--- src/rtl/keyren_pkg.sv ---
package keyren_pkg;

    localparam int SEED_W = 128;
    localparam int BYTE_W = 8;

    typedef logic [SEED_W-1:0] seed_t;

    typedef struct packed {
        seed_t              state;
        logic [BYTE_W-1:0]  out;
    } lfsr_step_t;

    // One enabled cycle: BYTE_W single-bit shifts of the 128-bit register.
    function automatic lfsr_step_t lfsr_adv(seed_t s);
        lfsr_step_t r;
        logic       fb;
        r.state = s;
        r.out   = '0;
        for (int i = 0; i < BYTE_W; i++) begin
            fb       = r.state[127] ^ r.state[125] ^ r.state[100] ^ r.state[98];
            r.out[i] = fb;
            r.state  = {r.state[SEED_W-2:0], fb};
        end
        return r;
    endfunction

endpackage

--- src/rtl/keyren_gen.sv ---
module keyren_gen
    import keyren_pkg::*;
#(
    parameter int KEY_W = 64
) (
    input  logic             clk,
    input  logic             rst,
    input  logic             load,
    input  seed_t            seed,
    input  logic             run,
    output logic             seeded,
    output logic             push,
    output logic [KEY_W-1:0] push_key
);
    localparam int STEPS = KEY_W / BYTE_W;
    localparam int SC_W  = (STEPS > 1) ? $clog2(STEPS) : 1;

    seed_t            st;
    logic [SC_W-1:0]  step;
    logic [KEY_W-1:0] part;
    lfsr_step_t       nx;
    logic             last;

    always_comb begin
        nx       = lfsr_adv(st);
        push_key = part;
        push_key[step*BYTE_W +: BYTE_W] = nx.out;
    end

    assign last = (step == SC_W'(STEPS-1));
    assign push = run && !load && last;

    always_ff @(posedge clk) begin
        if (rst) begin
            st     <= '0;
            step   <= '0;
            part   <= '0;
            seeded <= 1'b0;
        end else if (load) begin
            st     <= seed;
            step   <= '0;
            part   <= '0;
            seeded <= 1'b1;
        end else if (run) begin
            st   <= nx.state;
            part <= push_key;
            step <= last ? '0 : step + 1'b1;
        end
    end

    generate
        if (STEPS > 1) begin : g_cadence
            // one key per STEPS enabled cycles, never two pushes in a row
            a_r3_push_spacing: assert property (@(posedge clk) disable iff (rst)
                push |=> !push);
        end
    endgenerate

endmodule

--- src/rtl/keyren_fifo.sv ---
module keyren_fifo #(
    parameter int W     = 64,
    parameter int DEPTH = 2
) (
    input  logic         clk,
    input  logic         rst,
    input  logic         flush,
    input  logic         push,
    input  logic [W-1:0] din,
    input  logic         pop,
    output logic [W-1:0] head,
    output logic         empty,
    output logic         full
);
    localparam int AW = (DEPTH > 1) ? $clog2(DEPTH) : 1;
    localparam int CW = $clog2(DEPTH + 1);

    logic [W-1:0]  mem [DEPTH];
    logic [AW-1:0] rd, wr;
    logic [CW-1:0] count;

    function automatic logic [AW-1:0] nxt(logic [AW-1:0] p);
        return (p == AW'(DEPTH-1)) ? '0 : p + 1'b1;
    endfunction

    assign empty = (count == '0);
    assign full  = (count == CW'(DEPTH));
    assign head  = mem[rd];

    always_ff @(posedge clk) begin
        if (rst || flush) begin
            rd    <= '0;
            wr    <= '0;
            count <= '0;
        end else begin
            if (push) begin
                mem[wr] <= din;
                wr      <= nxt(wr);
            end
            if (pop) rd <= nxt(rd);
            if (push && !pop)      count <= count + 1'b1;
            else if (pop && !push) count <= count - 1'b1;
        end
    end

    // generator gating keeps the buffer from overflowing
    a_r4_no_overflow: assert property (@(posedge clk) disable iff (rst)
        (push && !pop && !flush) |-> !full);
    // a key is only taken when one is present
    a_r5_no_underflow: assert property (@(posedge clk) disable iff (rst)
        (pop && !flush) |-> !empty);

endmodule

--- src/rtl/keyren_window.sv ---
module keyren_window #(
    parameter int KEY_W      = 64,
    parameter int CNT_W      = 16,
    parameter int DEF_PERIOD = 4,
    parameter int DEF_LIMIT  = 64
) (
    input  logic             clk,
    input  logic             rst,
    input  logic             load,
    input  logic             msg_accept,
    input  logic             cfg_limit_we,
    input  logic [CNT_W-1:0] cfg_limit,
    input  logic             cfg_period_we,
    input  logic [CNT_W-1:0] cfg_period,
    input  logic             fifo_empty,
    input  logic [KEY_W-1:0] fifo_head,
    output logic             pop,
    output logic [KEY_W-1:0] key_out,
    output logic             stall
);
    localparam logic [CNT_W-1:0] MIN_LIMIT = CNT_W'(2);

    logic             key_ok;
    logic [KEY_W-1:0] key_reg;
    logic [CNT_W-1:0] cnt, period, limit;
    logic [CNT_W-1:0] cur_cnt, limit_n, per_raw, per_n;
    logic             install, acc, win_end;

    always_comb begin
        install = !key_ok && !fifo_empty;
        acc     = msg_accept && (key_ok || !fifo_empty);
        cur_cnt = key_ok ? cnt : '0;
        win_end = acc && (({1'b0, cur_cnt} + 1'b1) >= {1'b0, period});
        pop     = install && !load;
        stall   = !key_ok && fifo_empty;
        key_out = (key_ok || fifo_empty) ? key_reg : fifo_head;

        limit_n = cfg_limit_we ? ((cfg_limit < MIN_LIMIT) ? MIN_LIMIT : cfg_limit) : limit;
        per_raw = cfg_period_we ? cfg_period : period;
        if (per_raw == '0)          per_n = CNT_W'(1);
        else if (per_raw >= limit_n) per_n = limit_n - 1'b1;
        else                         per_n = per_raw;
    end

    always_ff @(posedge clk) begin
        if (rst) begin
            key_ok  <= 1'b0;
            key_reg <= '0;
            cnt     <= '0;
            period  <= CNT_W'(DEF_PERIOD);
            limit   <= CNT_W'(DEF_LIMIT);
        end else begin
            limit  <= limit_n;
            period <= per_n;
            if (load) begin
                key_ok <= 1'b0;
                cnt    <= '0;
            end else if (win_end) begin
                key_ok <= 1'b0;
                cnt    <= '0;
                if (install) key_reg <= fifo_head;
            end else if (install) begin
                key_reg <= fifo_head;
                key_ok  <= 1'b1;
                cnt     <= acc ? CNT_W'(1) : '0;
            end else if (acc) begin
                cnt <= cnt + 1'b1;
            end
        end
    end

    // period register always in [1, limit-1]
    a_r8_period_range: assert property (@(posedge clk) disable iff (rst)
        (period != '0) && (period < limit));
    // limit never below its floor
    a_r8_limit_floor: assert property (@(posedge clk) disable iff (rst)
        limit >= MIN_LIMIT);
    // an installed key does not change while it stays installed
    a_r6_key_held: assert property (@(posedge clk) disable iff (rst)
        key_ok |=> (key_ok -> (key_reg == $past(key_reg))));
    // an accept during a stall leaves the window counter at zero
    a_r7_stalled_msg_dropped: assert property (@(posedge clk) disable iff (rst)
        (msg_accept && stall && !load) |=> (cnt == '0));

endmodule

--- src/rtl/keyren_top.sv ---
module keyren_top
    import keyren_pkg::*;
#(
    parameter int KEY_W      = 64,
    parameter int DEPTH      = 2,
    parameter int CNT_W      = 16,
    parameter int DEF_PERIOD = 4,
    parameter int DEF_LIMIT  = 64
) (
    input  logic              clk,
    input  logic              rst,
    input  logic              seed_load,
    input  logic [SEED_W-1:0] seed_data,
    input  logic              cfg_limit_we,
    input  logic [CNT_W-1:0]  cfg_limit,
    input  logic              cfg_period_we,
    input  logic [CNT_W-1:0]  cfg_period,
    input  logic              msg_accept,
    output logic [KEY_W-1:0]  key_out,
    output logic              stall,
    output logic              prng_en
);
    logic             seeded, push, pop, empty, full;
    logic [KEY_W-1:0] push_key, head;

    assign prng_en = seeded && !full;

    keyren_gen #(.KEY_W(KEY_W)) u_gen (
        .clk      (clk),
        .rst      (rst),
        .load     (seed_load),
        .seed     (seed_data),
        .run      (prng_en),
        .seeded   (seeded),
        .push     (push),
        .push_key (push_key)
    );

    keyren_fifo #(.W(KEY_W), .DEPTH(DEPTH)) u_buf (
        .clk   (clk),
        .rst   (rst),
        .flush (seed_load),
        .push  (push),
        .din   (push_key),
        .pop   (pop),
        .head  (head),
        .empty (empty),
        .full  (full)
    );

    keyren_window #(
        .KEY_W(KEY_W), .CNT_W(CNT_W),
        .DEF_PERIOD(DEF_PERIOD), .DEF_LIMIT(DEF_LIMIT)
    ) u_win (
        .clk           (clk),
        .rst           (rst),
        .load          (seed_load),
        .msg_accept    (msg_accept),
        .cfg_limit_we  (cfg_limit_we),
        .cfg_limit     (cfg_limit),
        .cfg_period_we (cfg_period_we),
        .cfg_period    (cfg_period),
        .fifo_empty    (empty),
        .fifo_head     (head),
        .pop           (pop),
        .key_out       (key_out),
        .stall         (stall)
    );

    // generator is gated off before the first seed
    a_r4_idle_until_seeded: assert property (@(posedge clk) disable iff (rst)
        !seeded |-> !prng_en);

endmodule

--- config.mk ---
export PLATFORM = sky130hd
export DESIGN_NAME = keyren_top
export DESIGN_NICKNAME = d
export VERILOG_FILES = /design/src/rtl/keyren_pkg.sv /design/src/rtl/keyren_gen.sv /design/src/rtl/keyren_fifo.sv /design/src/rtl/keyren_window.sv /design/src/rtl/keyren_top.sv
export SDC_FILE = /design/constraint.sdc
export NUM_CORES = 1
export LEC_CHECK = 0
export ABC_AREA = 1
export BUFFER_PORTS_ARGS = -buffer_cell sky130_fd_sc_hd__buf_4
export CAP_MARGIN = 5
export CORE_MARGIN = 8
export CORE_UTILIZATION = 54
export DETAILED_ROUTE_END_ITERATION = 10
export PLACE_DENSITY_LB_ADDON = 0.3
export SYNTH_ARGS = -nofsm -noshare
export SYNTH_HDL_FRONTEND = slang
export SYNTH_HIERARCHICAL = 1
export SYNTH_SLANG_ARGS = --single-unit
--- constraint.sdc ---
create_clock -name clk -period 7 [get_ports clk]
set_clock_uncertainty 0.05 [all_clocks]
set_input_delay 1.4 -clock clk [delete_from_list [all_inputs] [get_ports clk]]
set_output_delay 1.4 -clock clk [all_outputs]
set_load 0.1 [all_outputs]
==> impl_metrics.py <==
metrics = {
    "route": {
        "antenna_left": 0,
        "drt_iter0_markers": 1716,
        "drcViolationCount": 0,
        "post_drt_wl_per_cell_um": 15.98,
        "routed_wl_mm": 56.34,
        "avgViaCountPerCell": 5.259,
        "num_vias": 18540,
        "drt_pass1_iterations": 7,
    },
    "critical_path": {
        "cp_common_cell": "buf_4",
        "path_cells": "nor2_4 -> buf_4 -> buf_4 -> nand2_1 -> o21ai_0 -> buf_4",
        "worstPathMaxFanout": 94,
        "r2r_slack_ns": 3.26,
        "worstPathRequired_ns": 5.55,
        "crit_path_top_delay_cell": "buf_4",
        "worst_ep_arrival_time_ns": 3.10,
        "crit_path_start_kind": "flop",
        "crit_family": "buffers and inverters",
        "cp-endpoint": "key_out[32]",
        "crit_start": "u_win/key_ok",
        "r2r_cells": 19,
        "critPathKind": "flop to primary output",
        "crit_path_end_kind": "primary output",
        "max_stage_delay_ns": 0.67,
        "r2r_start": "u_win/key_ok",
        "cp_num_buf_inv": 3,
        "worst-path-stages": 6,
        "regToRegEndpoint": "u_win/cnt[2]",
    },
    "floorplanning": {
        "io_pins": 232,
        "initial_core_util_pct": 54.48,
        "core_um2": 40740,
        "die_w_um": 218.7,
        "row_count": 74,
        "dieArea_um2": 47850,
        "die_height_um": 218.7,
    },
    "synth": {
        "synth.distinct_cells": 56,
        "syn_inst": 2812,
        "ys_ff_latch": 442,
        "avgSynthCellArea_um2": 7.893,
        "syn-cell-area_um2": 22200,
        "syn_nets": 3021,
        "synth-seq-area-share_pct": 45.64,
        "yosys_warnings": 6,
    },
    "sta": {
        "finalSetupTns_ns": 0,
        "tightest_slew_ns": 1.120,
        "hold_viol": 0,
        "fmax_mhz": 219.7,
        "setup_viol": 0,
        "layout_min_cycle_time_ns": 4.552,
        "drv_slew": 0,
        "slew_headroom_pct": 25.30,
        "timing.final.crit_share_pct": 65.02,
        "rsz0062_at_grt": "false",
        "fin_ws_ns": 2.448,
    },
    "place": {
        "io_buffers": 231,
        "dp_slack_ns": 2.944,
        "place_area_um2": 23840,
        "dp_hpwl_mm": 39.10,
        "place_congestion": 0.9042,
    },
    "clock_network": {
        "cts_sinks": 442,
        "htreeDepth": 2,
        "clk_latency_ns": 0.57,
        "clk_pin_slew_ns": 0.06,
        "ctsLongestPathBuffers": 3,
        "cts_tree": "yes",
        "cts_resized": 0,
        "root_buffer": "clkbuf_16",
        "postCtsHoldBufs": 0,
        "postCtsSetupRepairBufs": 0,
        "numCtsBuffers": 47,
    },
    "grt": {
        "grt_pass1_wl_mm": 90.38,
        "globalRoute.totalOverflow": 0,
        "grt_pass1_vias": 17880,
        "track_usage_pct": 22.95,
        "grt_max_degree": 126,
        "antenna_found_initial": 0,
    },
    "pwr": {
        "leakage_nw": 11.96,
        "vdd_ir_drop_max_mv": 0.1958,
        "power.density_nw_per_um2": 235.8,
        "total_power_mw": 5.992,
    },
    "hold_path": {
        "hold_class": "flop to flop",
    },
    "layout": {
        "final_area_um2": 25410,
        "n_fill_cell": 3525,
        "top_regs": "u_buf/mem x128, u_gen/st x128",
        "utilization_pct": 62.38,
        "layout_common_cells": "nand2_1 (808), inv_1 (392), dfxtp_1 (313)",
        "fin_nets": 3164,
        "syn2layout_area_growth_pct": 14.50,
        "mostFrequentLayoutCell": "nand2_1",
        "drive_gt1_share_pct": 16.91,
    },
    "flow_run": {
        "cap_violations": 0,
    },
    "run_status": {
        "outcome": "complete, no violations",
    },
}
metal layers:
layer | vias up | track usage (%) | wire length [µm] | share of wire (%)
met1 | 8601 | 30.65 | 25380 | 45
met3 | 98 | 4.009 | 3398 | 6.0
li1 | 9304 | - | - | -
met5 | - | 0 | 0 | 0
met2 | 534 | 37.64 | 26300 | 47
met4 | 0 | 6.984 | 1250 | 2.2
cell type report:
class	instances	area, µm²	share of cell area (%)
Sequential cell	442	10130	39.87
Clock inverter	17	284.0	1.118
Timing Repair Buffer	243	1837	7.227
Inverter	409	1550	6.100
Antenna cell	1	2.502	0.009846
Multi-Input combinational cell	1812	9653	37.98
Tap cell	532	665.6	2.619
Clock buffer	69	1289	5.071
worst reg2reg max path, cell delays in order, from the launching register on:
cell and delay, ns:
dfxtp_1 0.85, nand2_1 0.15, inv_1 0.14, ha_1 0.19, inv_1 0.07, nor3_2 0.29, nand4_2 0.17, nor2_2 0.18
xor2_1 0.16, inv_1 0.06, ha_1 0.32, nand4_1 0.14, nor2_1 0.22, nand2_1 0.08, nand2_1 0.07, nand2_1 0.05
nand3_1 0.07, nand2_2 0.08, nand2_4 0.19, nor3_1 0.09
power breakdown:
part           internal, mW  switching (mW)  total (mW)
clock                  1.57            1.00        2.57
sequential             2.71          0.0477        2.76
combinational         0.235           0.425       0.660
cell usage after synthesis (all sizes together):
cell	number	area [µm²]
a31oi	10	62.56
mux2i	1	13.76
inv	408	1544
nand2	820	3113
xnor2	7	61.31
xor2	14	122.6
o21bai	2	15.01
or2	54	337.8
a31o	5	43.79
nand4	40	271.5
a211oi	2	15.01
nor2	144	610.6
clkinv	1	3.750
clkbuf	63	236.5
mux2	64	945.9
o21a	3	22.52
nor3b	2	15.01
a22oi	89	668.1
edfxtp	128	3844
and2	1	8.760
and3	2	12.51
nand3	71	405.4
nor3	19	137.6
dfxtp	314	6286
buf	86	666.9
a21oi	147	743.2
ha	43	538.0
nand3b	4	33.78
nor4	4	31.28
o21ai	263	1376
a41oi	1	8.760
logic make-up (layout without fill, tap and decap cells):
logic type | Yosys count | count (layout) | share of synthesized area (%)
AO/OA/AOI/OAI | 522 | 522 | 13.32
XOR/XNOR | 21 | 21 | 0.8287
adder cells (fa/ha/maj) | 43 | 43 | 2.424
buffers and inverters | 558 | 738 | 11.04
flip-flops | 442 | 442 | 45.64
multiplexers | 65 | 65 | 4.324
other | 0 | 1 | 0
AND/OR/NAND/NOR | 1161 | 1161 | 22.43
through the flow:
| stage | cells | hold WS (ns) |
|---|---|---|
| 2_1_floorplan | 2812 | 0.3745 |
| 3_3_place_gp | 3438 | 0.3837 |
| 3_5_place_dp | 3438 | 0.3889 |
| 4_1_cts | 3524 | 0.3979 |
| 5_1_grt | 3524 | 0.4107 |
| 6_report | 3525 | 0.3934 |
worst min path at each step:
stage | start | endpoint | slack [ns] | cells past startpoint
2_1_floorplan | u_win/key_reg[25] | u_win/key_reg[25] | 0.37 | 2
3_3_place_gp | u_win/key_reg[53] | u_win/key_reg[53] | 0.38 | 2
3_5_place_dp | u_win/key_reg[4] | u_win/key_reg[4] | 0.39 | 2
4_1_cts | u_win/key_reg[59] | u_win/key_reg[59] | 0.40 | 2
5_1_grt | u_win/key_reg[43] | u_win/key_reg[43] | 0.41 | 2
6_report | u_win/key_reg[4] | u_win/key_reg[4] | 0.39 | 2
No activity file was read; power rests on OpenSTA's default activity.
